`src/rtl/eptlb_pkg.sv`:
```
package eptlb_pkg;
    parameter int PID_W      = 8;
    parameter int PN_W       = 20;
    parameter int OFF_W      = 12;
    parameter int VA_W       = PN_W + OFF_W;
    parameter int CTX_W      = 32;
    parameter int PERM_W     = 4;
    parameter int SYN_W      = 2;

    localparam int CTX_AS_BIT = CTX_W - 2;
    localparam int CTX_PR_BIT = CTX_W - 1;
    localparam logic [CTX_W-1:0] CTX_KEEP =
        {2'b11, {(CTX_W-2-PID_W){1'b0}}, {PID_W{1'b1}}};

    localparam int PERM_SW = 0;
    localparam int PERM_SR = 1;
    localparam int PERM_UW = 2;
    localparam int PERM_UR = 3;

    localparam int SYN_ST  = 0;
    localparam int SYN_EXT = 1;

    typedef enum logic [1:0] {
        AM_NORMAL    = 2'd0,
        AM_EXT_LOAD  = 2'd1,
        AM_EXT_STORE = 2'd2,
        AM_RESERVED  = 2'd3
    } acc_mode_e;

    typedef enum logic {
        UC_EMPTY = 1'b0,
        UC_VALID = 1'b1
    } uc_state_e;

    typedef struct packed {
        logic              valid;
        logic [PID_W-1:0]  tid;
        logic              ts;
        logic [PN_W-1:0]   epn;
        logic [PN_W-1:0]   rpn;
        logic [PERM_W-1:0] perm;
    } tlb_ent_t;
endpackage

```
`src/rtl/eptlb_ctx_reg.sv`:
```
module eptlb_ctx_reg
    import eptlb_pkg::*;
(
    input  logic             clk,
    input  logic             rst_n,
    input  logic             we,
    input  logic [CTX_W-1:0] wdata,
    output logic [CTX_W-1:0] q,
    output logic [PID_W-1:0] ctx_pid,
    output logic             ctx_as,
    output logic             ctx_pr
);
    always_ff @(posedge clk or negedge rst_n) begin
        if (!rst_n) begin
            q <= '0;
        end else if (we) begin
            q <= wdata & CTX_KEEP;
        end
    end

    assign ctx_pid = q[PID_W-1:0];
    assign ctx_as  = q[CTX_AS_BIT];
    assign ctx_pr  = q[CTX_PR_BIT];
endmodule

```
`src/rtl/eptlb_array.sv`:
```
module eptlb_array
    import eptlb_pkg::*;
#(
    parameter int NENT  = 8,
    parameter int IDX_W = $clog2(NENT)
) (
    input  logic              clk,
    input  logic              rst_n,
    input  logic              wr_en,
    input  logic [IDX_W-1:0]  wr_idx,
    input  tlb_ent_t          wr_ent,
    input  logic [PN_W-1:0]   lk_pn,
    input  logic [PID_W-1:0]  lk_pid0,
    input  logic              lk_pid1_en,
    input  logic [PID_W-1:0]  lk_pid1,
    input  logic              lk_pid2_en,
    input  logic [PID_W-1:0]  lk_pid2,
    input  logic              lk_as,
    output logic              lk_hit,
    output logic [PN_W-1:0]   lk_rpn,
    output logic [PERM_W-1:0] lk_perm
);
    tlb_ent_t            ents [NENT];
    logic [NENT-1:0]     match;

    always_ff @(posedge clk or negedge rst_n) begin
        if (!rst_n) begin
            for (int i = 0; i < NENT; i++) begin
                ents[i] <= '0;
            end
        end else if (wr_en) begin
            ents[wr_idx] <= wr_ent;
        end
    end

    function automatic logic tid_ok(input logic [PID_W-1:0] tid,
                                    input logic [PID_W-1:0] pid);
        return (tid == '0) || (tid == pid);
    endfunction

    generate
        for (genvar gi = 0; gi < NENT; gi++) begin : g_cmp
            logic ctx_ok;
            assign ctx_ok = tid_ok(ents[gi].tid, lk_pid0)
                         || (lk_pid1_en && tid_ok(ents[gi].tid, lk_pid1))
                         || (lk_pid2_en && tid_ok(ents[gi].tid, lk_pid2));
            assign match[gi] = ents[gi].valid
                            && (ents[gi].epn == lk_pn)
                            && (ents[gi].ts == lk_as)
                            && ctx_ok;
        end
    endgenerate

    always_comb begin
        lk_rpn  = '0;
        lk_perm = '0;
        for (int i = NENT - 1; i >= 0; i--) begin
            if (match[i]) begin
                lk_rpn  = ents[i].rpn;
                lk_perm = ents[i].perm;
            end
        end
    end

    assign lk_hit = |match;
endmodule

```
`src/rtl/eptlb_ucache.sv`:
```
module eptlb_ucache
    import eptlb_pkg::*;
(
    input  logic              clk,
    input  logic              rst_n,
    input  logic              flush,
    input  logic              fill,
    input  logic [PN_W-1:0]   fill_pn,
    input  logic [PN_W-1:0]   fill_rpn,
    input  logic [PERM_W-1:0] fill_perm,
    input  logic [PN_W-1:0]   lk_pn,
    output logic              lk_hit,
    output logic [PN_W-1:0]   lk_rpn,
    output logic [PERM_W-1:0] lk_perm
);
    uc_state_e         state, state_nx;
    logic [PN_W-1:0]   tag_q;
    logic [PN_W-1:0]   rpn_q;
    logic [PERM_W-1:0] perm_q;

    always_comb begin
        state_nx = state;
        unique case (state)
            UC_EMPTY: if (fill && !flush) state_nx = UC_VALID;
            UC_VALID: if (flush)          state_nx = UC_EMPTY;
        endcase
    end

    always_ff @(posedge clk or negedge rst_n) begin
        if (!rst_n) state <= UC_EMPTY;
        else        state <= state_nx;
    end

    always_ff @(posedge clk or negedge rst_n) begin
        if (!rst_n) begin
            tag_q  <= '0;
            rpn_q  <= '0;
            perm_q <= '0;
        end else if (fill && !flush) begin
            tag_q  <= fill_pn;
            rpn_q  <= fill_rpn;
            perm_q <= fill_perm;
        end
    end

    assign lk_hit  = (state == UC_VALID) && (tag_q == lk_pn);
    assign lk_rpn  = rpn_q;
    assign lk_perm = perm_q;
endmodule

```
`src/rtl/eptlb_lookup.sv`:
```
module eptlb_lookup
    import eptlb_pkg::*;
#(
    parameter int NENT  = 8,
    parameter int IDX_W = $clog2(NENT)
) (
    input  logic              clk,
    input  logic              rst_n,
    input  logic              req_valid,
    input  logic [VA_W-1:0]   req_addr,
    input  logic              req_write,
    input  logic [1:0]        req_mode,
    input  logic              req_fetch,
    input  logic [PID_W-1:0]  cpu_pid0,
    input  logic [PID_W-1:0]  cpu_pid1,
    input  logic [PID_W-1:0]  cpu_pid2,
    input  logic              cpu_pr,
    input  logic              cpu_ds,
    input  logic              cpu_is,
    input  logic              ctx_ld_we,
    input  logic              ctx_st_we,
    input  logic [CTX_W-1:0]  ctx_wdata,
    output logic [CTX_W-1:0]  ctx_ld_q,
    output logic [CTX_W-1:0]  ctx_st_q,
    input  logic              tlb_we,
    input  logic [IDX_W-1:0]  tlb_idx,
    input  logic              tlb_valid,
    input  logic [PID_W-1:0]  tlb_tid,
    input  logic              tlb_ts,
    input  logic [PN_W-1:0]   tlb_epn,
    input  logic [PN_W-1:0]   tlb_rpn,
    input  logic [PERM_W-1:0] tlb_perm,
    output logic              rsp_valid,
    output logic              rsp_hit,
    output logic              rsp_miss,
    output logic              rsp_fault,
    output logic [VA_W-1:0]   rsp_raddr,
    output logic [SYN_W-1:0]  rsp_syn,
    output logic              rsp_cached
);
    localparam int NCTX = 2;

    acc_mode_e mode;
    assign mode = acc_mode_e'(req_mode);

    // context registers: index 0 load, index 1 store
    logic [CTX_W-1:0] ctx_q   [NCTX];
    logic [PID_W-1:0] ctx_pid [NCTX];
    logic             ctx_as  [NCTX];
    logic             ctx_pr  [NCTX];
    logic [NCTX-1:0]  ctx_we;
    assign ctx_we = {ctx_st_we, ctx_ld_we};

    generate
        for (genvar gc = 0; gc < NCTX; gc++) begin : g_ctx
            eptlb_ctx_reg u_ctx (
                .clk     (clk),
                .rst_n   (rst_n),
                .we      (ctx_we[gc]),
                .wdata   (ctx_wdata),
                .q       (ctx_q[gc]),
                .ctx_pid (ctx_pid[gc]),
                .ctx_as  (ctx_as[gc]),
                .ctx_pr  (ctx_pr[gc])
            );
        end
    endgenerate

    assign ctx_ld_q = ctx_q[0];
    assign ctx_st_q = ctx_q[1];

    // effective context selection
    logic             use_ext;
    logic             sel_st;
    logic [PID_W-1:0] eff_pid;
    logic             eff_as;
    logic             eff_pr;
    logic             eff_wr;
    logic [PN_W-1:0]  req_pn;

    assign use_ext = !req_fetch && (mode == AM_EXT_LOAD || mode == AM_EXT_STORE);
    assign sel_st  = (mode == AM_EXT_STORE);
    assign eff_pid = use_ext ? ctx_pid[sel_st] : cpu_pid0;
    assign eff_as  = req_fetch ? cpu_is : (use_ext ? ctx_as[sel_st] : cpu_ds);
    assign eff_pr  = use_ext ? ctx_pr[sel_st] : cpu_pr;
    assign eff_wr  = req_write && !req_fetch;
    assign req_pn  = req_addr[VA_W-1:OFF_W];

    // main table
    tlb_ent_t          wr_ent;
    logic              arr_hit;
    logic [PN_W-1:0]   arr_rpn;
    logic [PERM_W-1:0] arr_perm;

    assign wr_ent = '{valid: tlb_valid, tid: tlb_tid, ts: tlb_ts,
                      epn: tlb_epn, rpn: tlb_rpn, perm: tlb_perm};

    eptlb_array #(.NENT(NENT), .IDX_W(IDX_W)) u_array (
        .clk        (clk),
        .rst_n      (rst_n),
        .wr_en      (tlb_we),
        .wr_idx     (tlb_idx),
        .wr_ent     (wr_ent),
        .lk_pn      (req_pn),
        .lk_pid0    (eff_pid),
        .lk_pid1_en (!use_ext && (cpu_pid1 != '0)),
        .lk_pid1    (cpu_pid1),
        .lk_pid2_en (!use_ext && (cpu_pid2 != '0)),
        .lk_pid2    (cpu_pid2),
        .lk_as      (eff_as),
        .lk_hit     (arr_hit),
        .lk_rpn     (arr_rpn),
        .lk_perm    (arr_perm)
    );

    // one-entry cache per external mode
    logic [NCTX-1:0]   uc_hit;
    logic [PN_W-1:0]   uc_rpn  [NCTX];
    logic [PERM_W-1:0] uc_perm [NCTX];

    generate
        for (genvar gu = 0; gu < NCTX; gu++) begin : g_uc
            logic this_mode;
            assign this_mode = use_ext && (sel_st == (gu == 1));
            eptlb_ucache u_uc (
                .clk       (clk),
                .rst_n     (rst_n),
                .flush     (ctx_we[gu] || tlb_we),
                .fill      (req_valid && this_mode && arr_hit),
                .fill_pn   (req_pn),
                .fill_rpn  (arr_rpn),
                .fill_perm (arr_perm),
                .lk_pn     (req_pn),
                .lk_hit    (uc_hit[gu]),
                .lk_rpn    (uc_rpn[gu]),
                .lk_perm   (uc_perm[gu])
            );
        end
    endgenerate

    // result formation
    logic              from_uc;
    logic              res_hit;
    logic [PN_W-1:0]   res_rpn;
    logic [PERM_W-1:0] res_perm;
    logic              perm_ok;
    logic              res_fault;

    assign from_uc  = use_ext && uc_hit[sel_st];
    assign res_hit  = from_uc || arr_hit;
    assign res_rpn  = from_uc ? uc_rpn[sel_st]  : arr_rpn;
    assign res_perm = from_uc ? uc_perm[sel_st] : arr_perm;
    assign perm_ok  = eff_pr ? res_perm[eff_wr ? PERM_UW : PERM_UR]
                             : res_perm[eff_wr ? PERM_SW : PERM_SR];
    assign res_fault = res_hit && !perm_ok;

    always_ff @(posedge clk or negedge rst_n) begin
        if (!rst_n) begin
            rsp_valid  <= 1'b0;
            rsp_hit    <= 1'b0;
            rsp_miss   <= 1'b0;
            rsp_fault  <= 1'b0;
            rsp_raddr  <= '0;
            rsp_syn    <= '0;
            rsp_cached <= 1'b0;
        end else begin
            rsp_valid  <= req_valid;
            rsp_hit    <= req_valid && res_hit;
            rsp_miss   <= req_valid && !res_hit;
            rsp_fault  <= req_valid && res_fault;
            rsp_cached <= req_valid && from_uc;
            rsp_raddr  <= (req_valid && res_hit && !res_fault)
                          ? {res_rpn, req_addr[OFF_W-1:0]} : '0;
            rsp_syn    <= (req_valid && (!res_hit || res_fault))
                          ? {use_ext, eff_wr} : '0;
        end
    end

    // checks on the response
    p_resp_follows_r1: assert property (@(posedge clk) disable iff (!rst_n)
        $past(req_valid) |-> rsp_valid);
    p_hit_xor_miss_r9: assert property (@(posedge clk) disable iff (!rst_n)
        rsp_valid |-> (rsp_hit != rsp_miss));
    p_fault_on_hit_r9: assert property (@(posedge clk) disable iff (!rst_n)
        rsp_fault |-> rsp_hit);
    p_addr_clear_r9: assert property (@(posedge clk) disable iff (!rst_n)
        (rsp_miss || rsp_fault) |-> (rsp_raddr == '0));
    p_syn_ext_r8: assert property (@(posedge clk) disable iff (!rst_n)
        rsp_syn[SYN_EXT] |-> $past(!req_fetch && (req_mode == 2'd1 || req_mode == 2'd2)));
    p_syn_st_r8: assert property (@(posedge clk) disable iff (!rst_n)
        rsp_syn[SYN_ST] |-> $past(req_write && !req_fetch));
    p_cached_hit_r10: assert property (@(posedge clk) disable iff (!rst_n)
        rsp_cached |-> rsp_hit);
    p_fetch_normal_r12: assert property (@(posedge clk) disable iff (!rst_n)
        $past(req_valid && req_fetch) |-> (!rsp_cached && !rsp_syn[SYN_EXT]));
endmodule

```
`config.mk`:
```
export PLATFORM = sky130hd
export DESIGN_NAME = eptlb_lookup
export DESIGN_NICKNAME = d
export VERILOG_FILES = /design/src/rtl/eptlb_pkg.sv /design/src/rtl/eptlb_ctx_reg.sv /design/src/rtl/eptlb_array.sv /design/src/rtl/eptlb_ucache.sv /design/src/rtl/eptlb_lookup.sv
export SDC_FILE = /design/constraint.sdc
export NUM_CORES = 1
export LEC_CHECK = 0
export CAP_MARGIN = 10
export CORE_UTILIZATION = 51
export CTS_BUF_LIST = sky130_fd_sc_hd__clkbuf_4 sky130_fd_sc_hd__clkbuf_8
export DETAILED_ROUTE_END_ITERATION = 6
export PLACE_DENSITY = 0.77
export SETUP_SLACK_MARGIN = 0.02
export SLEW_MARGIN = 20
export SYNTH_ARGS = -nofsm -noshare
export SYNTH_HDL_FRONTEND = slang
export SYNTH_SLANG_ARGS = --single-unit
```
`constraint.sdc`:
```
create_clock -name clk -period 6.25 [get_ports clk]
set_clock_uncertainty 0.2 [all_clocks]
set_input_delay 1.25 -clock clk [delete_from_list [all_inputs] [get_ports clk]]
set_output_delay 1.25 -clock clk [all_outputs]
set_load 0.02 [all_outputs]
```
Word-level counts from Yosys, hierarchy flattened
Cells that the tools add are included.
W data, S select, Z words.
{"block": "word_totals", "elab_cells": 305, "ff_bits": 581, "output_inout_bits": 103, "in_bits": 158}
{"block": "classes", "eq_ne": 44, "muxes": 59, "reduce_logical": 126, "bitwise": 5, "n_lt_le_gt_ge": 6}
{"operator": "$bwmux W432", "n": 1}
{"operator": "$mux W20", "n": 12}
{"operator": "$eq A20 B20 Y1", "n": 10}
{"operator": "$eq A8 B8 Y1", "n": 24}
{"operator": "$demux W54 S3", "n": 1}
{"operator": "$logic_not A8 Y1", "n": 8}
{"operator": "$logic_and A1 B1 Y1", "n": 63}
{"operator": "$mux W54", "n": 1}
{"operator": "$mux W4", "n": 12}
{"operator": "$logic_or A1 B1 Y1", "n": 45}
{"operator": "$mux W32", "n": 1}
{"operator": "$mux W8", "n": 4}
{"operator": "$mux W1", "n": 22}
{"operator": "$reduce_bool A8 Y1", "n": 2}
{"operator": "$eq A1 B1 Y1", "n": 8}
{"operator": "$reduce_or A8 Y1", "n": 1}
{"operator": "$logic_not A1 Y1", "n": 7}
{"operator": "$bmux W1 S2", "n": 2}
{"operator": "$ge A4 B4 Y1 const B", "n": 1}
{"operator": "$lt A4 B1 Y1 const B", "n": 1}
{"operator": "$not A3 Y4", "n": 1}
{"operator": "$pmux W1 S2", "n": 2}
{"operator": "$lt A1 B3 Y1 const B", "n": 1}
{"operator": "$lt A2 B3 Y1 const B", "n": 1}
{"operator": "7 further kinds", "n": 9}

Depth between registers and ports, before layout
Gate-level depths: netlist (run 1).
{"block": "depth", "ltp_word": 29, "ltp_mapped": 16, "ltp_nobuf": 12}

By module
A second synthesis (run 1) with hierarchy kept.
{"block": "hier_totals", "cells_unflattened": 2349, "hier_area_um2": 29674.7}
{"mod": "eptlb_array", "area_per_inst_um2": 22367.7, "cells_per_inst": 1794, "instances": 1, "seq_area_each_um2": 10810.4}
{"mod": "eptlb_ucache", "area_per_inst_um2": 1894.3, "cells_per_inst": 124, "instances": 2, "seq_area_each_um2": 1126.1}
{"mod": "eptlb_lookup", "area_per_inst_um2": 2207.1, "cells_per_inst": 199, "instances": 1, "seq_area_each_um2": 975.9}
{"mod": "eptlb_ctx_reg", "area_per_inst_um2": 655.6, "cells_per_inst": 54, "instances": 2, "seq_area_each_um2": 250.2}

Least setup slack after synthesis (run 1)
OpenSTA, ideal clock, no wires.
{"block": "synth_path", "kind": "input to register", "startpoint": "input port req_mode[0]", "endpoint": "register g_uc[0].u_uc.perm_q[3]", "setup_ps": 128, "setup_slack_ps": 1559, "arrival_ps": 4364, "cell_stages": 14, "required_ps": 5922, "cell_sequence": "inv_1 > ha_1 > or2_2 > clkbuf_1 > o21ai_4 > nor3_2 > or4_4 > o21ai_2 > nand4_1 > o311a_1 > nand3b_1 > buf_2 > buf_4 > mux2_1"}
{"block": "synth_between", "elab_chain_cells": 19}
{"item": "from (decl)", "line_no": "eptlb_lookup.sv:12", "rtl": "input logic [1:0] req_mode,"}
{"item": "$eq A2 B2 Y1", "line_no": "eptlb_lookup.sv:81, eptlb_lookup.sv:82"}
{"item": "$not A1 Y2 (implied by the code)", "line_no": "eptlb_lookup.sv:83, eptlb_lookup.sv:84"}
{"item": "$mux W8 (implied by the code) (3 in a row)", "line_no": "eptlb_lookup.sv:83", "rtl": "assign eff_pid = use_ext ? ctx_pid[sel_st] : cpu_pid0;"}
{"item": "$mux W8", "line_no": "eptlb_lookup.sv:83"}
{"item": "$eq A8 B8 Y1", "line_no": "eptlb_array.sv:38", "rtl": "return (tid == '0) || (tid == pid);"}
{"item": "$logic_or A1 B1 Y1", "line_no": "eptlb_array.sv:38"}
{"item": "$logic_or A1 B1 Y1", "line_no": "eptlb_array.sv:45", "rtl": "|| (lk_pid1_en && tid_ok(ents[gi].tid, lk_pid1))"}
{"item": "$logic_or A1 B1 Y1", "line_no": "eptlb_array.sv:46", "rtl": "|| (lk_pid2_en && tid_ok(ents[gi].tid, lk_pid2));"}
{"item": "$logic_and A1 B1 Y1", "line_no": "eptlb_array.sv:50", "rtl": "&& ctx_ok;"}
{"item": "$mux W4 (8 in a row)", "line_no": "eptlb_array.sv:58", "rtl": "if (match[i]) begin"}
{"item": "to (signal assigned)", "line_no": "eptlb_ucache.sv:42", "rtl": "perm_q <= fill_perm;"}
{"item": "to (decl)", "line_no": "eptlb_ucache.sv:19", "rtl": "logic [PERM_W-1:0] perm_q;"}
Parallel ways exist; a longest one is shown, timed or not. The select of a mux whose other input is x is not followed.
A chain may end at the register's enable or synchronous reset.

Worst setup path in the final report (run 1)
{"block": "layout_path", "startpoint": "input port req_mode[1]", "endpoint": "register g_uc[1].u_uc.perm_q[3]"}
{"block": "layout_between", "elab_chain_cells": 19}
{"item": "$eq A2 B2 Y1", "line_no": "eptlb_lookup.sv:81, eptlb_lookup.sv:82"}
{"item": "$not A1 Y2 (implied by the code)", "line_no": "eptlb_lookup.sv:83, eptlb_lookup.sv:84"}
{"item": "$mux W8 (implied by the code) (3 in a row)", "line_no": "eptlb_lookup.sv:83"}
{"item": "$mux W8", "line_no": "eptlb_lookup.sv:83"}
{"item": "$eq A8 B8 Y1", "line_no": "eptlb_array.sv:38"}
{"item": "$logic_or A1 B1 Y1", "line_no": "eptlb_array.sv:38"}
{"item": "$logic_or A1 B1 Y1", "line_no": "eptlb_array.sv:45"}
{"item": "$logic_or A1 B1 Y1", "line_no": "eptlb_array.sv:46"}
{"item": "$logic_and A1 B1 Y1", "line_no": "eptlb_array.sv:50"}
{"item": "$mux W4 (8 in a row)", "line_no": "eptlb_array.sv:58"}
{"item": "to (signal assigned)", "line_no": "eptlb_ucache.sv:42"}
{"item": "to (decl)", "line_no": "eptlb_ucache.sv:19"}
Parallel ways exist; a longest one is shown, timed or not. The select of a mux whose other input is x is not followed.

==> metrics.txt, run 1 <==
status=completed; setup tns final=0 ps; GRT Total Usage=29.93%; fin. max-slew vios=0; slowest CP cell=a221oi_4; power per cell area=a little under 300 nW/um2; routed vias/inst=6.195; cell repeated most along the worst path=buf_4; CP bufs+invs=5; Period Utilization, post-route=about 82%; Mapped Area=31420 um2; first-pass GRT wire length=143.8 mm; quantity of gates resized following cts=0; setup ws final=between 1000 and 1500 ps; Post-synth ARST share=100.0%; Die W=250.2 um; Leakage Power=15.17 nW; Die Y=250.2 um; post-route ant nets=0; DR vias=23541; final setup fails=0; critical path class=primary input to flop; GP Congestion=0.9455; CP endpoint kind=flop; Yosys reg bits=between 500 and 600; Overflow after GRT=0; min Tclk post-route=5150 ps; Die ar.=62610 um2; Main synth FF type=dfrtp_1; DP Worst Slack=between 400 and 500 ps; crit-path max FO=14; Worst VDD drop=0.2159 mV; Post-synth EDFFs=0; unrepaired setup endpoints after global routing=false; cell taking the most area after synthesis=dfrtp_1; I/O pins=around 260; crit path cell chain=clkdlybuf4s50_1 -> ha_2 -> buf_4 -> mux2i_4 -> xnor2_1 -> nor3_1 -> nand4_1 -> a221oi_4 -> buf_4 -> clkinv_1 -> buf_4 -> mux2i_1 -> a41oi_1 -> mux2_1; number of global-route vias before repair=24495; final wirelength=93.09 mm; Area Growth Syn to Fin=16.35%; drt wl/cell=24.50 um; CTS Sinks=581; Hold WC Path Type=flop to flop; HPWL Detailed=around 60 mm; latest clock arrival within the worst-skew pair=730 ps; synth warn=0; largest net degree at the start of global routing=roughly 160; crit path DAT=5550 ps; Final Hold Vio Count=0; CTS hold repair buffers=0; share of cells above drive strength 1=between 20% and 30%; clk buf depth=3; Post-CTS Setup Inserts=0; CTS tree=done; placed cell area=34350 um2; CTS H-Tree Depth=3; number of port buffers=194; post-synthesis sequential area ratio=46.27%; drt drc=0; Achievable Freq=slightly below 0.2 GHz; actual slew at the worst max-slew pin=1105 ps; Avg Synthesized Cell Area=11.36 um2; root buf cell=clkbuf_8; Finished Cell Area=36560 um2; initial antenna violation count=6; DRT Pass-1 Iters=6; largest cells by area after synthesis=dfrtp_1 46%, mux2_2 18%, xnor2_1 9.0%; number of DRC markers in iteration 0=2032; Layout Nets=roughly 3100; Rows=90; top cell type's share of synthesized area=around 46%; hold path depth=2; total clock buffers created by CTS=97; Synth Instances=2766; max incr delay on CP=840 ps; Yosys cell types=79; max-cap viol count=0; relative max-transition margin=26.31%; Initial Util=51.87%; Reg clk slew, reported paths=roughly 70 ps; Critical Path RT=6650 ps; delay-heaviest family, CP=buffers and inverters; area of the core=between 60000 and 70000 um2; worst reg-to-reg path cell count=11; Worst setup SP type=primary input; Final Power=10.81 mW; critical path depth=14
==> synthesized netlist by cell type (7+ instances only) <==
| cell | instances |
|---|---|
| a211oi_1 | 14 |
| a21oi_1 | 34 |
| a221o_1 | 20 |
| a311oi_1 | 22 |
| a31o_2 | 38 |
| a31oi_1 | 42 |
| a41oi_1 | 20 |
| and3_1 | 34 |
| buf_1 | 39 |
| buf_2 | 29 |
| buf_4 | 54 |
| clkbuf_1 | 169 |
| dfrtp_1 | 581 |
| inv_1 | 40 |
| mux2_1 | 10 |
| mux2_2 | 496 |
| mux2i_1 | 8 |
| mux2i_4 | 7 |
| nand2_1 | 122 |
| nand3_1 | 58 |
| nand4_1 | 72 |
| nand4b_1 | 23 |
| nor2_1 | 85 |
| nor3_1 | 30 |
| nor4_1 | 59 |
| o211ai_1 | 8 |
| o21ai_0 | 60 |
| o31ai_1 | 27 |
| xnor2_1 | 323 |
| xor2_1 | 141 |
==> cell usage in the layout (no fill, tap or decap), drive strengths merged, types with 5 or more instances in the layout <==
master,synthesis,layout
o31ai,27,27
nand2,122,122
clkbuf,169,163
inv,40,44
buf,128,135
a211o,6,6
or4,9,9
mux2,506,506
and3,34,34
nand3,58,58
xnor2,323,323
nor2,85,85
mux2i,16,16
clkinv,1,8
o211ai,8,8
clkdlybuf4s50,0,193
nand4b,23,23
nand4,72,72
and2,6,6
nor4,60,60
a2111oi,5,5
a21oi,34,34
xor2,141,141
dfrtp,581,581
a31o,38,38
a41oi,20,20
conb,1,44
a31oi,42,42
a311oi,23,23
o21ai,65,65
nor3,34,34
a221o,20,20
a211oi,14,14
==> stage by stage <==
step           hold slack (ps)  cells  utilization, %
6_report                 269.0   3800           60.35
5_1_grt                  293.0   3799           60.34
4_1_cts                  267.4   3799           60.34
3_5_place_dp             256.4   3622           56.69
3_3_place_gp             244.0   3622           56.69
2_1_floorplan            230.7   2809               -
==> cell families (layout without fill, tap and decap cells) <==
family          after synthesis  after routing  share of synthesized area, %
flops                       581            581                         46.27
fa+ha+maj                     1              1                       0.03981
compound gates              335            335                         8.012
other cells                   1             45                       0.01193
buf+inv                     338            546                         4.941
simple gates                523            523                         8.788
mux                         523            523                         19.01
xor+xnor                    464            464                         12.93
==> power by group <==
group	switching [mW]	internal [mW]	total, mW
combinational	0.924	1.14	2.06
sequential	0.599	4.39	4.99
clock	1.61	2.14	3.75
==> layer usage <==
metal	routed length, um	track usage (%)
met5	54	0
met4	4058	13.65
met3	8170	6.339
met2	43810	48.48
met1	37000	38.50
==> area by class of cell <==
| type | count | area [um2] |
|---|---|---|
| clock buffer | 163 | 2081 |
| sequential | 581 | 14540 |
| tap | 782 | 978.4 |
| fill | 4750 | 24020 |
| multi-input combinational | 1890 | 15570 |
| inverter | 41 | 153.9 |
| antenna | 1 | 2.502 |
| clock inverter | 14 | 132.6 |
| timing repair buffer | 328 | 3103 |
==> sequential cells by signal, summed over array words and instances, names as in the netlist, 2 cells and up <==
register           flops
g_ctx.u_ctx.q         20
g_uc.u_uc.lk_perm      8
g_uc.u_uc.lk_rpn      40
g_uc.u_uc.state        2
g_uc.u_uc.tag_q       40
rsp_raddr             32
rsp_syn                2
u_array.ents         432
==> worst paths after layout <==
kind                                     from  slack, ps                      end
max in group asynchronous               rst_n       3970        u_array.ents[117]
min reg2reg                g_uc[1].u_uc.state        270       g_uc[1].u_uc.state
min                        g_uc[1].u_uc.state        270       g_uc[1].u_uc.state
max reg2reg                 u_array.ents[418]       2060  g_uc[1].u_uc.lk_perm[3]
min in group asynchronous               rst_n        370      g_ctx[1].u_ctx.q[4]
max                               req_mode[1]       1100  g_uc[1].u_uc.lk_perm[3]
==> worst reg2reg max path, stage by stage, from the launching register on <==
cell	delay, ps
dfrtp_1	380
xnor2_1	160
nand4_1	220
nor4_1	660
nand4_1	290
a221oi_4	730
buf_4	370
clkinv_1	240
buf_4	270
mux2i_1	170
a41oi_1	80
mux2_1	320
Note: power is estimated with default switching activity, not from simulation.
==> run 2, diff against run 1 <==
clock period = 5.27 ns   (was 6.25 ns; I/O delays follow)
==> run 2 against run 1 <==
Clock-buffer cell count shrank 11. Flip-flop and latch count did not move. Power grew 17%. Via count increased by 1.1%. Largest cell class unchanged. Worst hold slack worse by 190 ps.
==> metrics.txt, run 2 (synthesis results as in run 1) <==
status=completed (unchanged); relative max-transition margin=29.89% (was 26.31%); final setup fails=0 (unchanged); critical path class=primary input to flop (unchanged); routed vias/inst=6.126 (was 6.195); first-pass GRT wire length=144.8 mm (was 143.8 mm); GP Congestion=0.9410 (was 0.9455); max reg flops=432 (unchanged); HPWL Detailed=61.85 mm (was 59.57 mm); clk buf depth=3 (unchanged); Die W=250.2 um (unchanged); largest net degree at the start of global routing=132 (was 164); crit path cell chain=clkdlybuf4s50_1 -> ha_2 -> mux2_2 -> o21ai_2 -> xnor2_1 -> a2111oi_2 -> buf_4 -> a21boi_2 -> a211oi_1 -> a2111oi_2 -> o211ai_1 -> a22oi_4 -> buf_12 -> and3_1 (was clkdlybuf4s50_1 -> ha_2 -> buf_4 -> mux2i_4 -> xnor2_1 -> nor3_1 -> nand4_1 -> a221oi_4 -> buf_4 -> clkinv_1 -> buf_4 -> mux2i_1 -> a41oi_1 -> mux2_1); DR vias=23798 (was 23541); delay-heaviest family, CP=compound AO/OA/AOI/OAI gates (was buffers and inverters); Critical Path RT=5710 ps (was 6650 ps); post-route ant nets=0 (unchanged); Final Hold Vio Count=0 (unchanged); Rows=90 (unchanged); most frequent cells in the layout=581 x dfrtp_1, 496 x mux2_2, 323 x xnor2_1 (unchanged); Die Y=250.2 um (unchanged); Layout Nets=3184 (was 3098); number of port buffers=194 (unchanged); fin. max-slew vios=0 (unchanged); Post-CTS Setup Inserts=0 (unchanged); number of global-route vias before repair=24558 (was 24495); Worst setup SP type=primary input (unchanged); total clock buffers created by CTS=98 (was 97); Leakage Power=15.60 nW (was 15.17 nW); unrepaired setup endpoints after global routing=false (unchanged); Achievable Freq=0.2093 GHz; max-cap viol count=0 (unchanged); final wirelength=94.19 mm (was 93.09 mm); CTS H-Tree Depth=3 (unchanged); drt drc=0 (unchanged); quantity of gates resized following cts=0 (unchanged); CTS tree=done (unchanged); placed cell area=35280 um2 (was 34350 um2); actual slew at the worst max-slew pin=1052 ps (was 1105 ps); latest clock arrival within the worst-skew pair=730 ps (about the same); root buf cell=clkbuf_8 (unchanged); Initial Util=51.87% (unchanged); share of cells above drive strength 1=31.45% (was 29.57%); Die ar.=62610 um2 (unchanged); Hold WC Path Type=primary input to asynchronous set/reset pin (was flop to flop); slowest CP cell=a2111oi_2 (was a221oi_4); area of the core=60580 um2 (unchanged); DRT Pass-1 Iters=7 (was 6); Worst VDD drop=0.2267 mV (was 0.2159 mV); worst hold margin=78.43 ps (was 269.0 ps); number of DRC markers in iteration 0=2108 (was 2032); Reg with most FFs=u_array.ents (unchanged); Period Utilization, post-route=90.67%; power per cell area=337.7 nW/um2 (was 295.6 nW/um2); crit-path max FO=32 (was 14); initial antenna violation count=6 (unchanged); commonest non-fill, non-tap cell in the layout=dfrtp_1 (unchanged); min Tclk post-route=4779 ps; GRT Total Usage=30.22% (was 29.93%); CP endpoint kind=flop (unchanged); Finished Cell Area=37320 um2 (was 36560 um2); crit path DAT=5220 ps (was 5550 ps); drt wl/cell=24.24 um (was 24.50 um); Area Growth Syn to Fin=18.77% (was 16.35%); max incr delay on CP=590 ps (was 840 ps); Overflow after GRT=0 (unchanged); cell repeated most along the worst path=a2111oi_2 (was buf_4); CP bufs+invs=3 (was 5); I/O pins=261 (unchanged); CTS Sinks=581 (unchanged); CTS hold repair buffers=0 (unchanged); Reg clk slew, reported paths=60 ps (was 70 ps)
run 2: area by class of cell:
cell class / instances / area (um2)
sequential: 581 / 14540
fill: 4655 / 23260
timing repair buffer: 413 / 4041
clock buffer: 152 / 1873
antenna: 3 / 7.507
inverter: 41 / 153.9
tap: 782 / 978.4
multi-input combinational: 1890 / 15570
clock inverter: 23 / 156.4
run 2: per-stage QoR:
stage | power (mW) | setup TNS [ps] | utilization, % | worst slack [ps] | std cells
after floorplan | 7.615 | 0 | - | 774.7 | 2809
after global placement | 8.338 | -1458 | 58.24 | -59.00 | 3707
after detailed placement | 8.492 | -5346 | 58.24 | -133.5 | 3707
after CTS | 12.65 | 0 | 61.59 | 637.4 | 3882
after global routing | 13.15 | 0 | 61.59 | 358.0 | 3883
final | 12.60 | 0 | 61.60 | 491.5 | 3885
run 2: worst paths after layout:
check                                          to              startpoint  depth (start not counted)  slack, ps
max                                 rsp_raddr[20]             req_mode[1]                         14        490
max in group asynchronous  g_uc[0].u_uc.lk_rpn[9]                   rst_n                          2       3550
max reg2reg                         rsp_raddr[20]    g_ctx[1].u_ctx.q[30]                         12       1190
min                           g_ctx[1].u_ctx.q[4]                   rst_n                          1         80
min reg2reg                g_uc[0].u_uc.lk_rpn[3]  g_uc[0].u_uc.lk_rpn[3]                          2        280
min in group clk           g_uc[0].u_uc.lk_rpn[3]  g_uc[0].u_uc.lk_rpn[3]                          2        280
run 2: power by group:
part	switching (mW)	internal, mW	leakage, nW
combinational	1.12	1.41	7.32
sequential	0.709	5.21	7.20
clock	1.88	2.27	1.09
run 2: metal layers:
layer  GRT usage (%)  routed length [um]  vias to the layer above
met5               0                  37                        -
met4           13.15                3422                        6
met3           5.539                7339                      259
met2           48.40               44270                     1164
met1           40.19               39120                    12083
li1                -                   -                    10286
